File: config.mk
export PLATFORM = sky130hd
export DESIGN_NAME = lcdt_scan_timing
export DESIGN_NICKNAME = d
export VERILOG_FILES = /design/src/rtl/lcdt_pkg.sv /design/src/rtl/lcdt_line_div.sv /design/src/rtl/lcdt_row_seq.sv /design/src/rtl/lcdt_fr_gen.sv /design/src/rtl/lcdt_scan_timing.sv
export SDC_FILE = /design/constraint.sdc
export NUM_CORES = 1
export LEC_CHECK = 0
export CORE_AREA = 4 4 253 255
export DETAILED_ROUTE_END_ITERATION = 16
export DIE_AREA = 0 0 257 259
export HOLD_SLACK_MARGIN = 0.08
export SKIP_CTS_REPAIR_TIMING = 1
export SLEW_MARGIN = 20
export SYNTH_ARGS = -nofsm -noshare
export SYNTH_HDL_FRONTEND = slang
export SYNTH_SLANG_ARGS = --single-unit
export TNS_END_PERCENT = 5
File: constraint.sdc
create_clock -name clk -period 7.2 [get_ports clk]
set_input_delay 1.8 -clock clk [delete_from_list [all_inputs] [get_ports clk]]
set_output_delay 1.8 -clock clk [all_outputs]
set_load 0.02 [all_outputs]
File: src/rtl/lcdt_pkg.sv
package lcdt_pkg;

    localparam int DUTY_W        = 4;
    localparam int DIV_W         = 6;
    localparam logic [DUTY_W-1:0] DUTY_CODE_MAX = 4'd12;

    // Drive-level code per segment
    typedef enum logic [1:0] {
        LVL_TOP    = 2'd0,
        LVL_HI_MID = 2'd1,
        LVL_LO_MID = 2'd2,
        LVL_BOT    = 2'd3
    } seg_lvl_e;

    // Per-line event produced by the sequencer
    typedef struct packed {
        logic tick;
        logic wrap;
    } line_evt_t;

    function automatic logic [DUTY_W-1:0] clamp_code(input logic [DUTY_W-1:0] c);
        return (c > DUTY_CODE_MAX) ? DUTY_CODE_MAX : c;
    endfunction

    // Oscillator cycles per line, minus one, for a duty code
    function automatic logic [DIV_W-1:0] div_last(input logic [DUTY_W-1:0] c);
        logic [DIV_W-1:0] r;
        case (clamp_code(c))
            4'd0:          r = 6'd50;
            4'd1:          r = 6'd25;
            4'd2:          r = 6'd16;
            4'd3:          r = 6'd12;
            4'd4:          r = 6'd10;
            4'd5, 4'd6:    r = 6'd8;
            4'd7, 4'd8:    r = 6'd6;
            4'd9, 4'd10:   r = 6'd5;
            default:       r = 6'd4;
        endcase
        return r - 6'd1;
    endfunction

    function automatic seg_lvl_e seg_level(input logic on, input logic fr);
        if (on) return fr ? LVL_TOP : LVL_BOT;
        else    return fr ? LVL_HI_MID : LVL_LO_MID;
    endfunction

endpackage

File: src/rtl/lcdt_line_div.sv
module lcdt_line_div
    import lcdt_pkg::*;
(
    input  logic              clk,
    input  logic              rst,
    input  logic [DUTY_W-1:0] duty_code,
    output logic              tick
);
    logic [DIV_W-1:0] cnt;
    logic [DIV_W-1:0] last;

    assign last = div_last(duty_code);
    // >= keeps the count bounded when the duty shrinks mid-line
    assign tick = (cnt >= last);

    always_ff @(posedge clk) begin
        if (rst)       cnt <= '0;
        else if (tick) cnt <= '0;
        else           cnt <= cnt + 1'b1;
    end
endmodule

File: src/rtl/lcdt_row_seq.sv
module lcdt_row_seq
    import lcdt_pkg::*;
#(
    parameter int LW = 7
) (
    input  logic              clk,
    input  logic              rst,
    input  logic              tick,
    input  logic [DUTY_W-1:0] duty_code,
    output logic [LW-1:0]     line_idx,
    output line_evt_t         evt
);
    logic [LW-1:0] last_row;

    assign last_row = LW'({clamp_code(duty_code), 3'b111});
    assign evt.tick = tick;
    assign evt.wrap = tick && (line_idx >= last_row);

    always_ff @(posedge clk) begin
        if (rst)           line_idx <= '0;
        else if (evt.wrap) line_idx <= '0;
        else if (tick)     line_idx <= line_idx + 1'b1;
    end
endmodule

File: src/rtl/lcdt_fr_gen.sv
module lcdt_fr_gen
    import lcdt_pkg::*;
#(
    parameter int NIW = 7
) (
    input  logic           clk,
    input  logic           rst,
    input  line_evt_t      evt,
    input  logic [NIW-1:0] ninv,
    output logic           fr
);
    logic [NIW-1:0] nctr;
    logic           nline_hit;
    logic           flip;

    assign nline_hit = (ninv != '0) && (nctr >= ninv);
    assign flip      = evt.tick && (evt.wrap || nline_hit);

    always_ff @(posedge clk) begin
        if (rst) begin
            nctr <= '0;
            fr   <= 1'b0;
        end else if (flip) begin
            nctr <= '0;
            fr   <= ~fr;
        end else if (evt.tick) begin
            nctr <= nctr + 1'b1;
        end
    end
endmodule

File: src/rtl/lcdt_scan_timing.sv
module lcdt_scan_timing
    import lcdt_pkg::*;
#(
    parameter int COM_N    = 104,
    parameter int SEG_N    = 132,
    parameter int RAM_ROWS = 160,
    parameter int ADDR_W   = 8,
    parameter int NIW      = 7
) (
    input  logic                 clk,
    input  logic                 rst,
    input  logic [DUTY_W-1:0]    duty_code,
    input  logic [ADDR_W-1:0]    start_line,
    input  logic [NIW-1:0]       ninv,
    input  logic [SEG_N-1:0]     ram_row,
    output logic                 line_load,
    output logic [ADDR_W-1:0]    row_addr,
    output logic [COM_N-1:0]     com_scan,
    output logic                 fr,
    output logic [SEG_N-1:0]     seg_data,
    output logic [2*SEG_N-1:0]   seg_lvl
);
    localparam int LINE_W = $clog2(COM_N);
    localparam int SUM_W  = ADDR_W + 2;
    localparam logic [SUM_W-1:0] DEPTH1 = SUM_W'(RAM_ROWS);
    localparam logic [SUM_W-1:0] DEPTH2 = SUM_W'(2 * RAM_ROWS);

    logic              tick;
    logic [LINE_W-1:0] line_idx;
    line_evt_t         evt;
    logic [SUM_W-1:0]  row_sum;
    logic [SUM_W-1:0]  row_mod;

    lcdt_line_div u_div (
        .clk       (clk),
        .rst       (rst),
        .duty_code (duty_code),
        .tick      (tick)
    );

    lcdt_row_seq #(.LW(LINE_W)) u_seq (
        .clk       (clk),
        .rst       (rst),
        .tick      (tick),
        .duty_code (duty_code),
        .line_idx  (line_idx),
        .evt       (evt)
    );

    lcdt_fr_gen #(.NIW(NIW)) u_fr (
        .clk  (clk),
        .rst  (rst),
        .evt  (evt),
        .ninv (ninv),
        .fr   (fr)
    );

    // Strobe lands in the cycle the line index takes its new value
    always_ff @(posedge clk) begin
        if (rst) line_load <= 1'b0;
        else     line_load <= tick;
    end

    // Scroll offset into the oversized RAM
    assign row_sum = SUM_W'(start_line) + SUM_W'(line_idx);
    always_comb begin
        if (row_sum >= DEPTH2)      row_mod = row_sum - DEPTH2;
        else if (row_sum >= DEPTH1) row_mod = row_sum - DEPTH1;
        else                        row_mod = row_sum;
    end
    assign row_addr = row_mod[ADDR_W-1:0];

    for (genvar i = 0; i < COM_N; i++) begin : g_com
        assign com_scan[i] = (line_idx == LINE_W'(i));
    end

    always_ff @(posedge clk) begin
        if (rst)            seg_data <= '0;
        else if (line_load) seg_data <= ram_row;
    end

    for (genvar s = 0; s < SEG_N; s++) begin : g_seg
        assign seg_lvl[2*s +: 2] = seg_level(seg_data[s], fr);
    end
endmodule

## Word-level counts from Yosys, hierarchy flattened

Memory sizes are Yosys's and may differ from the RTL's.
Cells that the tools add are included.

- Register bits: 154
- ROM bits: 96
- Bits of input ports: 153
- Output and inout bits: 510
- Word-level logic and storage cells: 270
- Memories kept: 1

Memories:

| memory | words | bits a word | rd ports | clocked after Yosys merged registers in | wr ports | line | text |
|---|---|---|---|---|---|---|---|
| (name not given) | 16 | 6 | 1 | 0 | 0 | lcdt_pkg.sv:28 | `case (clamp_code(c))` |

- Add/subtract/negate cells: 7
- Magnitude comparators: 6
- Equality and inequality tests: 103
- Multiplexer cells: 137
- Bitwise gates (word level): 1
- Reductions and logical operators: 9

Operators by type and width:

| operator | count |
|---|---|
| $eq A7 B7 Y1 const B | 40 |
| $mux W2 | 134 |
| $eq A7 B6 Y1 const B | 32 |
| $eq A7 B5 Y1 const B | 16 |
| $eq A7 B4 Y1 const B | 8 |
| $eq A7 B3 Y1 const B | 4 |
| $mux W8 | 2 |
| $add A7 B1 Y7 const B | 2 |
| $eq A7 B2 Y1 const B | 2 |
| $ge A7 B7 Y1 | 2 |
| $add A8 B7 Y9 | 1 |
| $ge A9 B8 Y1 const B | 1 |
| $ge A9 B9 Y1 const B | 1 |
| $sub A8 B7 Y8 const B | 1 |
| $sub A8 B8 Y8 const B | 1 |
| $eq A7 B1 Y1 const B | 1 |
| $logic_not A7 Y1 | 1 |
| $reduce_bool A7 Y1 | 1 |
| $add A6 B1 Y6 const B | 1 |
| $ge A6 B6 Y1 | 1 |
| $reduce_or A2 Y1 | 3 |
| $sub A6 B1 Y6 const B | 1 |
| $gt A4 B4 Y1 const B | 1 |
| $mux W4 | 1 |
| other kinds (3) | 5 |

## Logic depth before layout (Yosys ltp)

Gate-level depths: netlist of run 1.
An unclocked memory read counts as a cell.

- Word-level depth: 9
- Gate-level depth with buffers: 17

## By module

Synthesis of run 1 repeated with hierarchy kept, for this count alone.

- Cell total of the unflattened synthesis: 1,366
- Area total of the unflattened synthesis: 12,027.8 um2

Modules (own cells, without submodules):

| module | times used | cells an instance | area each (um2) |
|---|---|---|---|
| lcdt_scan_timing | 1 | 1,175 | 10,378.7 |
| lcdt_fr_gen | 1 | 74 | 631.9 |
| lcdt_line_div | 1 | 66 | 569.3 |
| lcdt_row_seq | 1 | 51 | 447.9 |

## Least setup slack after synthesis of run 1

Ideal clock, no wire load.

- Path kind: register to output
- Start: register u_fr.fr
- End: output port seg_lvl[0]
- Data arrival time: 5.923 ns
- Required time: 5.400 ns
- Path slack: -0.523 ns
- Stages on the path, launching flop included: 3
- Path buffers: 0
- Cell sequence: dfxtp_1 > inv_1 > ha_1

- Longest elaborated chain between the ends: 2
- Elaborated cells between the ends (all ways): 3
- Those cells by class: mux: 3

Ends and longest elaborated chain:

| item | line | text |
|---|---|---|
| start: declaration | lcdt_fr_gen.sv:10 | `output logic fr` |
| start signal: assignment | lcdt_fr_gen.sv:25 | `fr <= ~fr;` |
| $mux W2, on equally long branches | lcdt_pkg.sv:44, lcdt_pkg.sv:43 |  |
| $mux W2 (*) | lcdt_pkg.sv:43 | `if (on) return fr ? LVL_TOP : LVL_BOT;` |
| end: declaration | lcdt_scan_timing.sv:21 | `output logic [2*SEG_N-1:0] seg_lvl` |

Mark *: on every way between the ends. The rest lies on a longest branch, timed or not.

## Final worst setup path of run 1

- Start: input port start_line[0]
- End: output port row_addr[5]

- Longest elaborated chain between the ends: 4
- Elaborated cells between the ends (all ways): 7
- Those cells by class: add/sub: 3; order compare: 2; mux: 2

Ends and longest elaborated chain:

| item | line | text |
|---|---|---|
| start: declaration | lcdt_scan_timing.sv:13 | `input logic [ADDR_W-1:0] start_line,` |
| $add A8 B7 Y9 (*) | lcdt_scan_timing.sv:65 | `assign row_sum = SUM_W'(start_line) + SUM_W'(line_idx);` |
| $sub A8 B8 Y8 / $ge A9 B8 Y1 (equally long branches) | lcdt_scan_timing.sv:68 | `else if (row_sum >= DEPTH1) row_mod = row_sum - DEPTH1;` |
| $mux W8 | lcdt_scan_timing.sv:68 |  |
| $mux W8 (*) | lcdt_scan_timing.sv:67 | `if (row_sum >= DEPTH2) row_mod = row_sum - DEPTH2;` |
| end: declaration | lcdt_scan_timing.sv:17 | `output logic [ADDR_W-1:0] row_addr,` |

Marked as above.

==> results of run 1 <==
==> metrics by stage <==
stage	hold WS (ns)	cells	setup WS [ns]	total power, mW	util [%]
after global placement	0.440	2804	0.138	1.93	31.6
after global routing	0.536	2836	0.307	3.05	32.7
after floorplan	0.426	1340	0.435	1.48	-
after CTS	0.482	2836	0.0129	2.96	32.6
after detailed placement	0.469	2804	0.0145	1.95	31.6
final	0.485	2836	0.489	2.89	32.7
==> layout by cell type, fill, tap and decap left out, types with 4 or more instances in the layout <==
cell / netlist / final
clkdlybuf4s50_1: 0 / 658
ha_1: 300 / 300
nor2_1: 262 / 262
inv_1: 159 / 158
dfxtp_1: 154 / 153
mux2i_1: 134 / 134
or2_2: 133 / 133
nand2_1: 24 / 24
clkbuf_16: 0 / 17
xor2_1: 14 / 14
a21oi_1: 13 / 13
buf_4: 0 / 10
a21o_1: 9 / 9
nand3_1: 9 / 9
o21ai_0: 10 / 9
xnor2_1: 8 / 7
nand4_1: 6 / 6
and3_1: 5 / 5
nand2b_1: 4 / 4
a211oi_1: 4 / 4
inv_6: 0 / 4
==> state kept, by name, indices dropped and copies added, names as in the netlist <==
signal and flops:
u_fr.fr 1, u_div.cnt 6, line_load 1, seg_data 132, u_seq.line_idx 7, u_fr.nctr 7
==> worst max-delay path, stage by stage <==
cell,delay [ns]
clkdlybuf4s50_1,0.49
ha_1,0.17
inv_1,0.05
fa_1,0.44
nor2b_4,0.16
o211ai_2,0.09
nand2_1,0.10
a21oi_2,0.07
xnor2_2,0.24
inv_1,0.13
ha_1,0.22
and4bb_1,0.23
o21bai_2,0.20
o32ai_2,0.12
xnor2_1,0.16
dlymetal6s2s_1,0.25
==> final cells by class <==
| cell class | instances | area [um2] | share of cell area [%] |
|---|---|---|---|
| timing repair buffer | 674 | 6750 | 33.6 |
| clock inverter | 15 | 205 | 1.02 |
| inverter | 159 | 601 | 2.99 |
| sequential | 154 | 3090 | 15.3 |
| tap | 837 | 1050 | 5.21 |
| clock buffer | 17 | 425 | 2.11 |
| multi-input combinational | 980 | 8000 | 39.8 |
==> metal layers <==
metal / global-route usage [%] / vias up
met5: 0 / -
met4: 7.52 / 0
met3: 5.05 / 81
met2: 25.6 / 467
met1: 13.8 / 5185
li1: - / 5584
==> power groups by stage <==
| stage | Combinational (mW) | Sequential [mW] | Clock [mW] |
|---|---|---|---|
| finish | 0.932 | 0.981 | 0.981 |
| CTS | 0.946 | 0.985 | 1.03 |
| global placement | 0.927 | 1.00 | 0 |
| global route | 1.01 | 0.993 | 1.05 |
| floorplan | 0.457 | 1.02 | 0 |
| detailed placement | 0.942 | 1.00 | 0 |
==> worst min path at each step <==
stage / start / end / slack, ns / depth (start not counted)
4_1_cts: u_div.cnt[0] / u_div.cnt[0] / 0.48 / 1
3_3_place_gp: u_div.cnt[0] / u_div.cnt[0] / 0.44 / 1
6_report: u_div.cnt[0] / u_div.cnt[0] / 0.48 / 1
3_5_place_dp: u_div.cnt[0] / u_div.cnt[0] / 0.47 / 1
2_1_floorplan: u_div.cnt[0] / u_div.cnt[0] / 0.43 / 1
5_1_grt: u_div.cnt[0] / u_div.cnt[0] / 0.54 / 1
==> cells by family (layout without fill, tap and decap cells) <==
group,count (synthesis),after routing
simple gates,464,464
fa+ha+maj,301,301
buf+inv,206,865
flops,154,154
mux,135,135
compound gates,56,56
xor+xnor,24,24
==> impl_metrics.csv, run 1 <==
group,metric,value,unit
yosys,synth_cell_types,55,
detailed_routing,dr.max_layer_used,"met4",
setup_path,arrival,4.91,ns
detailed_routing,wl,48.1,mm
global_routing,antenna_found_initial,0,
floorplanning,die_h,259,um
cells_and_area,diodes,0,
yosys,synthAdderAreaFrac,31.8,%
detailed_routing,drt-vias-per-instance,3.99,
power_and_ir_drop,p_comb_share,32.2,%
setup_path,required,5.40,ns
power_and_ir_drop,power_density,144,nW/um2
setup_path,crit_path_start,"start_line[0]",
yosys,synth_top_area_cell,"ha_1",
yosys,syn_area_per_cell,8.85,um2
detailed_routing,route.vias.total,11300,
floorplanning,fp-row-count,91,
global_routing,grt_pass1_wl,71.1,mm
yosys,yosysWarnings,0,
clock_network,clock_sinks,154,
yosys,synthTopCellsByArea,"ha_1, dfxtp_1, mux2i_1, nor2_1, or2_2",
power_and_ir_drop,p_int,1.93,mW
yosys,synthCells,1340,
setup_path,worstReg2RegEnd,"seg_data[16]",
power_and_ir_drop,p_leak,7.48,nW
setup_path,regToRegSetupSlack,5.01,ns
global_routing,grt_usage,14.0,%
yosys,synth-seq-area-share,26.0,%
power_and_ir_drop,vdd_drop_max,130,uV
sta,clock_skew,0.0116,ns
place,dpl_cell_area,19500,um2
place,place_hpwl,39.6,mm
yosys,synthDominantCellAreaShare,31.6,%
floorplanning,die_w,257,um
sta,finalCritPeriodShare,93.2,%
clock_network,clk_pin_slew,0.06,ns
clock_network,clk_path_buf_depth,2,
cells_and_area,drive_gt1_share,10.2,%
place,place.gp.congestion,0.902,
yosys,synth_top_family_by_area,"adder cells",
global_routing,first_global_vias,11700,
sta,setup_viol,0,
cells_and_area,nFillCells,6297,
setup_path,cp_max_fo,4,
detailed_routing,ant_nets,0,
setup_path,endpoint_kind,"primary output",
yosys,syn_area,11900,um2
clock_network,worst_skew_pair.late_latency,0.47,ns
yosys,synth.most_common_cell,"ha_1",
yosys,synth.area.mux_share,11.4,%
clock_network,htreeDepth,4,
sta,relSlewSlack,32.2,%
detailed_routing,dr.pass1.iters,4,
yosys,syn_nets,1794,
cells_and_area,area_delta_synth_final,69.6,%
sta,maxSlewViolCount,0,
floorplanning,coreArea,61600,um2
power_and_ir_drop,switching_share,33.2,%
setup_path,critical_path_class,"in2out",
power_and_ir_drop,switching_power,962,uW
cells_and_area,design_area,20100,um2
sta,rsz0062_at_grt,"false",
detailed_routing,drt-initial-drc-count,420,
sta,period_needed,6.71,ns
power_and_ir_drop,p_seq_share,33.9,%
yosys,ys.flop_type,"dfxtp_1",
yosys,async_flop_share,0,%
floorplanning,ios,663,
yosys,synth_compound_area_share,3.44,%
setup_path,timing.rr.start,"line_load",
floorplanning,start_util,19.3,%
sta,fmax,0.149,GHz
power_and_ir_drop,clkPwrFrac,33.9,%
detailed_routing,dr_wl_met2,24.4,mm
yosys,synth_xor_xnor_area_share,1.90,%
sta,hold_violations,0,
yosys,synth_commonest_cells,"ha_1, nor2_1, inv_1",
sta,tightest_slew,1.02,ns
global_routing,grt_max_degree,129,
yosys,synth-edff-count,0,
clock_network,cts_tree,"built",
yosys,synth-seq-cells,154,
flow_run,max_cap_violations,0,
floorplanning,die-area,66600,um2
cells_and_area,nets,2440,
setup_path,cp-start-kind,"input pin",
yosys,synth-simple-area-share,18.8,%
detailed_routing,drc,0,
place,port_buffers,662,
setup_path,crit_path_end,"row_addr[5]",
run_status,status,"complete, no violations",
sta,setup_tns,0,ns
detailed_routing,wl_per_cell,17.0,um
detailed_routing,met3WireLength,3.59,mm
worst_hold_path,hold_class,"reg2reg",
setup_path,worst-r2r-cell-count,3,
detailed_routing,wirelength_met1,17.6,mm
global_routing,gr-total-overflow,0,
clock_network,clock-root-buffer,"clkbuf_16",
clock_network,cts_buffers,17,
(Power assumes the default switching activity.)
==> inputs of run 2 (changes only) <==
--- a/config.mk
+++ b/config.mk
@@ -9,6 +9,7 @@
 export DETAILED_ROUTE_END_ITERATION = 16
 export DIE_AREA = 0 0 257 259
 export HOLD_SLACK_MARGIN = 0.08
+export RECOVER_POWER = 25
 export SKIP_CTS_REPAIR_TIMING = 1
 export SLEW_MARGIN = 20
 export SYNTH_ARGS = -nofsm -noshare
==> impl_metrics.csv, run 2 (synthesis results as in run 1) <==
group,metric,value,unit
global_routing,grt_usage,14.0,%
setup_path,slowest_delay,0.49,ns
sta,tightest_slew,4.23,ns
sta,setup_ws,0.489,ns
power_and_ir_drop,switching_share,33.1,%
sta,finalCritPeriodShare,93.2,%
cells_and_area,largest_reg_flops,132,
setup_path,crit_path_top_delay_cell,"clkdlybuf4s50_1",
clock_network,cts_buffers,17,
sta,relSlewSlack,-182,%
setup_path,worstReg2RegEnd,"seg_data[28]",
floorplanning,start_util,19.3,%
sta,setup_tns,0,ns
power_and_ir_drop,clkPwrFrac,33.8,%
clock_network,clk_path_buf_depth,2,
cells_and_area,nets,2440,
detailed_routing,wl_per_cell,17.0,um
sta,maxSlewViolCount,220,
floorplanning,coreArea,61600,um2
power_and_ir_drop,vdd_drop_max,130,uV
worst_hold_path,worstHoldStart,"u_div.cnt[0]",
worst_hold_path,hold_end,"u_div.cnt[0]",
cells_and_area,design_area,20100,um2
global_routing,first_global_vias,11700,
place,place_hpwl,39.6,mm
setup_path,critical_path_class,"in2out",
setup_path,worst-r2r-cell-count,3,
floorplanning,ios,663,
setup_path,arrival,4.91,ns
cells_and_area,drive_gt1_share,9.95,%
clock_network,clock-root-buffer,"clkbuf_16",
detailed_routing,route.vias.total,11300,
cells_and_area,reg_top3,"seg_data: 132 flops, u_fr.nctr: 7 flops, u_seq.line_idx: 7 flops",
run_status,status,"finished with violations",
clock_network,worst_skew_pair.late_latency,0.47,ns
sta,period_needed,6.71,ns
place,dp_slack,0.0145,ns
global_routing,grt_max_degree,129,
power_and_ir_drop,switching_power,963,uW
cells_and_area,area_delta_synth_final,69.5,%
sta,fmax,0.149,GHz
detailed_routing,dr.pass1.iters,6,
power_and_ir_drop,p_int,1.94,mW
setup_path,timing.rr.start,"line_load",
cells_and_area,final_common_cell,"clkdlybuf4s50_1",
detailed_routing,drt-initial-drc-count,433,
run_status,violations,"max-capacitance violations, max-slew violations",
worst_hold_path,min_path_cells,1,
cells_and_area,regMostFlops,"seg_data",
sta,hold_ws,0.485,ns
detailed_routing,drc,0,
flow_run,max_cap_violations,4,
setup_path,regToRegSetupSlack,1.66,ns
worst_hold_path,hold_class,"reg2reg",
sta,clock_skew,0.0119,ns
setup_path,cp-start-kind,"input pin",
power_and_ir_drop,p_leak,7.59,nW
power_and_ir_drop,power_density,145,nW/um2
sta,rsz0062_at_grt,"false",
sta,setup_viol,0,
global_routing,grt_pass1_wl,71.1,mm
place,place.gp.congestion,0.902,
floorplanning,die-area,66600,um2
setup_path,cp_cell_sequence,"clkdlybuf4s50_1 > ha_1 > inv_1 > fa_1 > nor2b_4 > o211ai_2 > nand2_1 > a21oi_2 > xnor2_2 > inv_1 > ha_1 > and4bb_1 > o21bai_2 > o32ai_2 > xnor2_1 > dlymetal6s2s_1",
clock_network,clk_pin_slew,0.06,ns
detailed_routing,drt-vias-per-instance,3.99,
setup_path,cp_max_fo,4,
floorplanning,die_w,257,um
setup_path,endpoint_kind,"primary output",
clock_network,htreeDepth,4,
clock_network,cts_tree,"built",
floorplanning,die_h,259,um
cells_and_area,layout_common_cells,"clkdlybuf4s50_1, ha_1, nor2_1",
detailed_routing,ant_nets,0,
place,dp_cells,2804,
power_and_ir_drop,p_comb_share,32.5,%
place,port_buffers,662,
sta,hold_violations,0,
clock_network,clock_sinks,154,
place,dpl_cell_area,19500,um2
global_routing,antenna_found_initial,2,
power_and_ir_drop,p_seq_share,33.7,%
global_routing,gr-total-overflow,0,
setup_path,required,5.40,ns
detailed_routing,wl,48.1,mm
cells_and_area,stdcell_count,2837,
floorplanning,fp-row-count,91,
-- run 2: cell types whose count changed in the layout (fill, tap and decap cells not counted), moves of 3 or more --
cell / previous run / this run
buf_4: 10 / 7
clkbuf_1: 0 / 3
clkdlybuf4s50_1: 658 / 599
dlygate4sd3_1: 0 / 59
-- run 2: layout make-up --
cell class | instances | area, um2
fillers | 6304 | 41500
inverters | 159 | 601
repair buffers | 674 | 6730
diodes | 1 | 2.50
well taps | 837 | 1050
clock inverters | 15 | 205
clock buffers | 17 | 425
multi-input cells | 980 | 8000
flip-flops and latches | 154 | 3080
-- run 2: power by group through the flow --
stage	Sequential (mW)	Combinational (mW)	Clock (mW)
CTS	0.985	0.946	1.03
finish	0.981	0.944	0.983
floorplan	1.02	0.457	0
global placement	1.00	0.927	0
detailed placement	1.00	0.942	0
global route	0.992	1.02	1.05
-- run 2: how the worst max path moves through the flow --
stage,from,endpoint,slack [ns]
floorplan,u_fr.fr,seg_lvl[101],0.43
global placement,start_line[0],row_addr[6],0.14
detailed placement,start_line[0],row_addr[5],0.01
CTS,start_line[0],row_addr[5],0.01
global route,start_line[0],row_addr[5],0.31
finish,start_line[0],row_addr[5],0.49
-- run 2: through the flow --
stage / total power, mW / utilization [%]
6_report: 2.91 / 32.6
5_1_grt: 3.07 / 32.6
4_1_cts: 2.96 / 32.6
3_5_place_dp: 1.95 / 31.6
3_3_place_gp: 1.93 / 31.6
2_1_floorplan: 1.48 / -
-- run 2: critical path, delay by kind of cell --
kind | cells | cell delay, ns
fa+ha+maj | 3 | 0.83
xor+xnor | 2 | 0.40
buf+inv | 4 | 0.92
compound gates | 4 | 0.48
simple gates | 3 | 0.49
-- run 2: per-layer routing --
| metal | vias to the layer above | global-route usage (%) | wire, um |
|---|---|---|---|
| met5 | - | 0 | 0 |
| met4 | 0 | 7.52 | 2530 |
| li1 | 5579 | - | - |
| met2 | 487 | 25.6 | 24300 |
| met1 | 5172 | 13.8 | 17500 |
| met3 | 84 | 5.05 | 3730 |
==> inputs of run 3 (changes only) <==
--- a/config.mk
+++ b/config.mk
@@ -5,10 +5,9 @@
 export SDC_FILE = /design/constraint.sdc
 export NUM_CORES = 1
 export LEC_CHECK = 0
-export CORE_AREA = 4 4 253 255
+export CORE_AREA = 4 4 257 259
 export DETAILED_ROUTE_END_ITERATION = 16
-export DIE_AREA = 0 0 257 259
-export HOLD_SLACK_MARGIN = 0.08
+export DIE_AREA = 0 0 261 263
 export RECOVER_POWER = 25
 export SKIP_CTS_REPAIR_TIMING = 1
 export SLEW_MARGIN = 20
==> impl_metrics.csv, run 3 (synthesis results as in run 1) <==
group,metric,value,unit
power_and_ir_drop,p_leak,7.53,nW
detailed_routing,dr_wl_met2,24.3,mm
place,dp_cells,2822,
cells_and_area,final_common_cell,"clkdlybuf4s50_1",
floorplanning,fp-row-count,93,
run_status,status,"finished with violations",
global_routing,grt_pass1_wl,69.8,mm
sta,fmax,0.150,GHz
sta,clock_skew,0.00891,ns
clock_network,htreeDepth,4,
detailed_routing,wl,46.7,mm
floorplanning,coreArea,63900,um2
global_routing,grt_usage,13.1,%
global_routing,antenna_found_initial,5,
floorplanning,ios,663,
cells_and_area,nets,2440,
detailed_routing,route.vias.total,11400,
detailed_routing,drt-initial-drc-count,379,
place,place.gp.congestion,0.903,
detailed_routing,ant_nets,0,
detailed_routing,drt-vias-per-instance,4.00,
detailed_routing,wl_per_cell,16.3,um
worst_hold_path,hold_class,"reg2reg",
setup_path,arrival,4.88,ns
sta,hold_violations,0,
power_and_ir_drop,vdd_drop_max,137,uV
global_routing,first_global_vias,11800,
cells_and_area,drive_gt1_share,10.1,%
setup_path,cp_max_fo,5,
cells_and_area,largest_reg_flops,132,
sta,relSlewSlack,-88.2,%
clock_network,worst_skew_pair.late_latency,0.47,ns
setup_path,critical_path_class,"in2out",
sta,setup_tns,0,ns
sta,period_needed,6.68,ns
clock_network,clk_path_buf_depth,2,
floorplanning,die_h,263,um
sta,maxSlewViolCount,143,
detailed_routing,met3WireLength,4.00,mm
cells_and_area,layout_common_cells,"clkdlybuf4s50_1, ha_1, nor2_1",
clock_network,cts_tree,"built",
clock_network,clock-root-buffer,"clkbuf_16",
cells_and_area,reg_top3,"seg_data: 132 flops, u_fr.nctr: 7 flops, u_seq.line_idx: 7 flops",
cells_and_area,stdcell_count,2857,
floorplanning,die-area,68600,um2
sta,tightest_slew,2.82,ns
global_routing,grt_max_degree,110,
floorplanning,die_w,261,um
floorplanning,start_util,18.6,%
setup_path,cp-start-kind,"input pin",
setup_path,required,5.40,ns
sta,rsz0062_at_grt,"false",
cells_and_area,regMostFlops,"seg_data",
place,port_buffers,662,
clock_network,clk_pin_slew,0.07,ns
power_and_ir_drop,power_density,140,nW/um2
sta,setup_viol,0,
cells_and_area,area_delta_synth_final,69.2,%
flow_run,max_cap_violations,3,
detailed_routing,wirelength_met1,16.7,mm
clock_network,cts_buffers,17,
clock_network,clock_sinks,154,
sta,finalCritPeriodShare,92.8,%
place,place_hpwl,38.3,mm
setup_path,endpoint_kind,"primary output",
run_status,violations,"max-capacitance violations, max-slew violations",
detailed_routing,dr.pass1.iters,5,
global_routing,gr-total-overflow,0,
detailed_routing,drc,0,
detailed_routing,dr.max_layer_used,"met5",
-- run 3: cell count changes in the layout (fill, tap and decap cells not counted), sizes merged, moves of 2 or more --
cell / before / now
buf: 9 / 13
bufinv: 3 / 1
clkdlybuf4s50: 599 / 596
clkinv: 4 / 2
diode: 1 / 3
dlygate4sd3: 59 / 62
dlymetal6s2s: 3 / 0
inv: 164 / 167
-- run 3: layout make-up --
| type | instances | area [um2] |
|---|---|---|
| sequential | 154 | 3090 |
| timing repair buffer | 674 | 6730 |
| inverter | 159 | 601 |
| fill | 6535 | 43800 |
| clock inverter | 15 | 151 |
| clock buffer | 17 | 425 |
| tap | 855 | 1070 |
| multi-input combinational | 980 | 7990 |
| antenna | 3 | 7.51 |
-- run 3: metal layers --
layer	vias to the layer above	track usage, %
met4	2	5.25
met3	69	4.62
met1	5267	12.7
met2	497	25.1
li1	5593	-
met5	-	0
-- run 3: path summary, 6_finish.rpt --
path            startpoint      endpoint  slack (ns)  depth (start not counted)
min           u_div.cnt[0]  u_div.cnt[0]        0.47                          1
max          start_line[0]   row_addr[6]        0.52                         17
min reg2reg   u_div.cnt[0]  u_div.cnt[0]        0.47                          1
max reg2reg      line_load  seg_data[45]        4.75                          4
-- run 3: per-stage QoR --
step | hold slack [ns] | power (mW) | util (%) | area, um2 | setup WS (ns)
after CTS | 0.474 | 2.89 | 31.4 | 20100 | 0.514
after floorplan | 0.426 | 1.48 | - | 11900 | 0.435
final | 0.475 | 2.81 | 31.4 | 20100 | 0.518
after detailed placement | 0.456 | 1.94 | 30.5 | 19500 | 0.518
after global placement | 0.442 | 1.92 | 30.5 | 19500 | 0.633
after global routing | 0.512 | 2.98 | 31.4 | 20100 | 0.307
-- run 3: worst max-delay path: stages --
cell and delay (ns):
clkdlybuf4s50_1 0.46, ha_1 0.18, inv_1 0.06, fa_1 0.44, nor2b_4 0.16, o211ai_2 0.10, nand2_1 0.10, a21oi_2 0.06
xnor2_1 0.22, buf_4 0.19, inv_1 0.07, ha_1 0.21, and4bb_1 0.21, o21bai_2 0.17, o21ai_0 0.11, o22ai_1 0.17
buf_4 0.17
-- run 3: power by group --
group / internal, mW / leakage, nW / switching [mW]
Combinational: 0.465 / 6.01 / 0.464
Sequential: 0.903 / 1.24 / 0.0685
Clock: 0.487 / 0.275 / 0.428
Total: 1.85 / 7.53 / 0.960
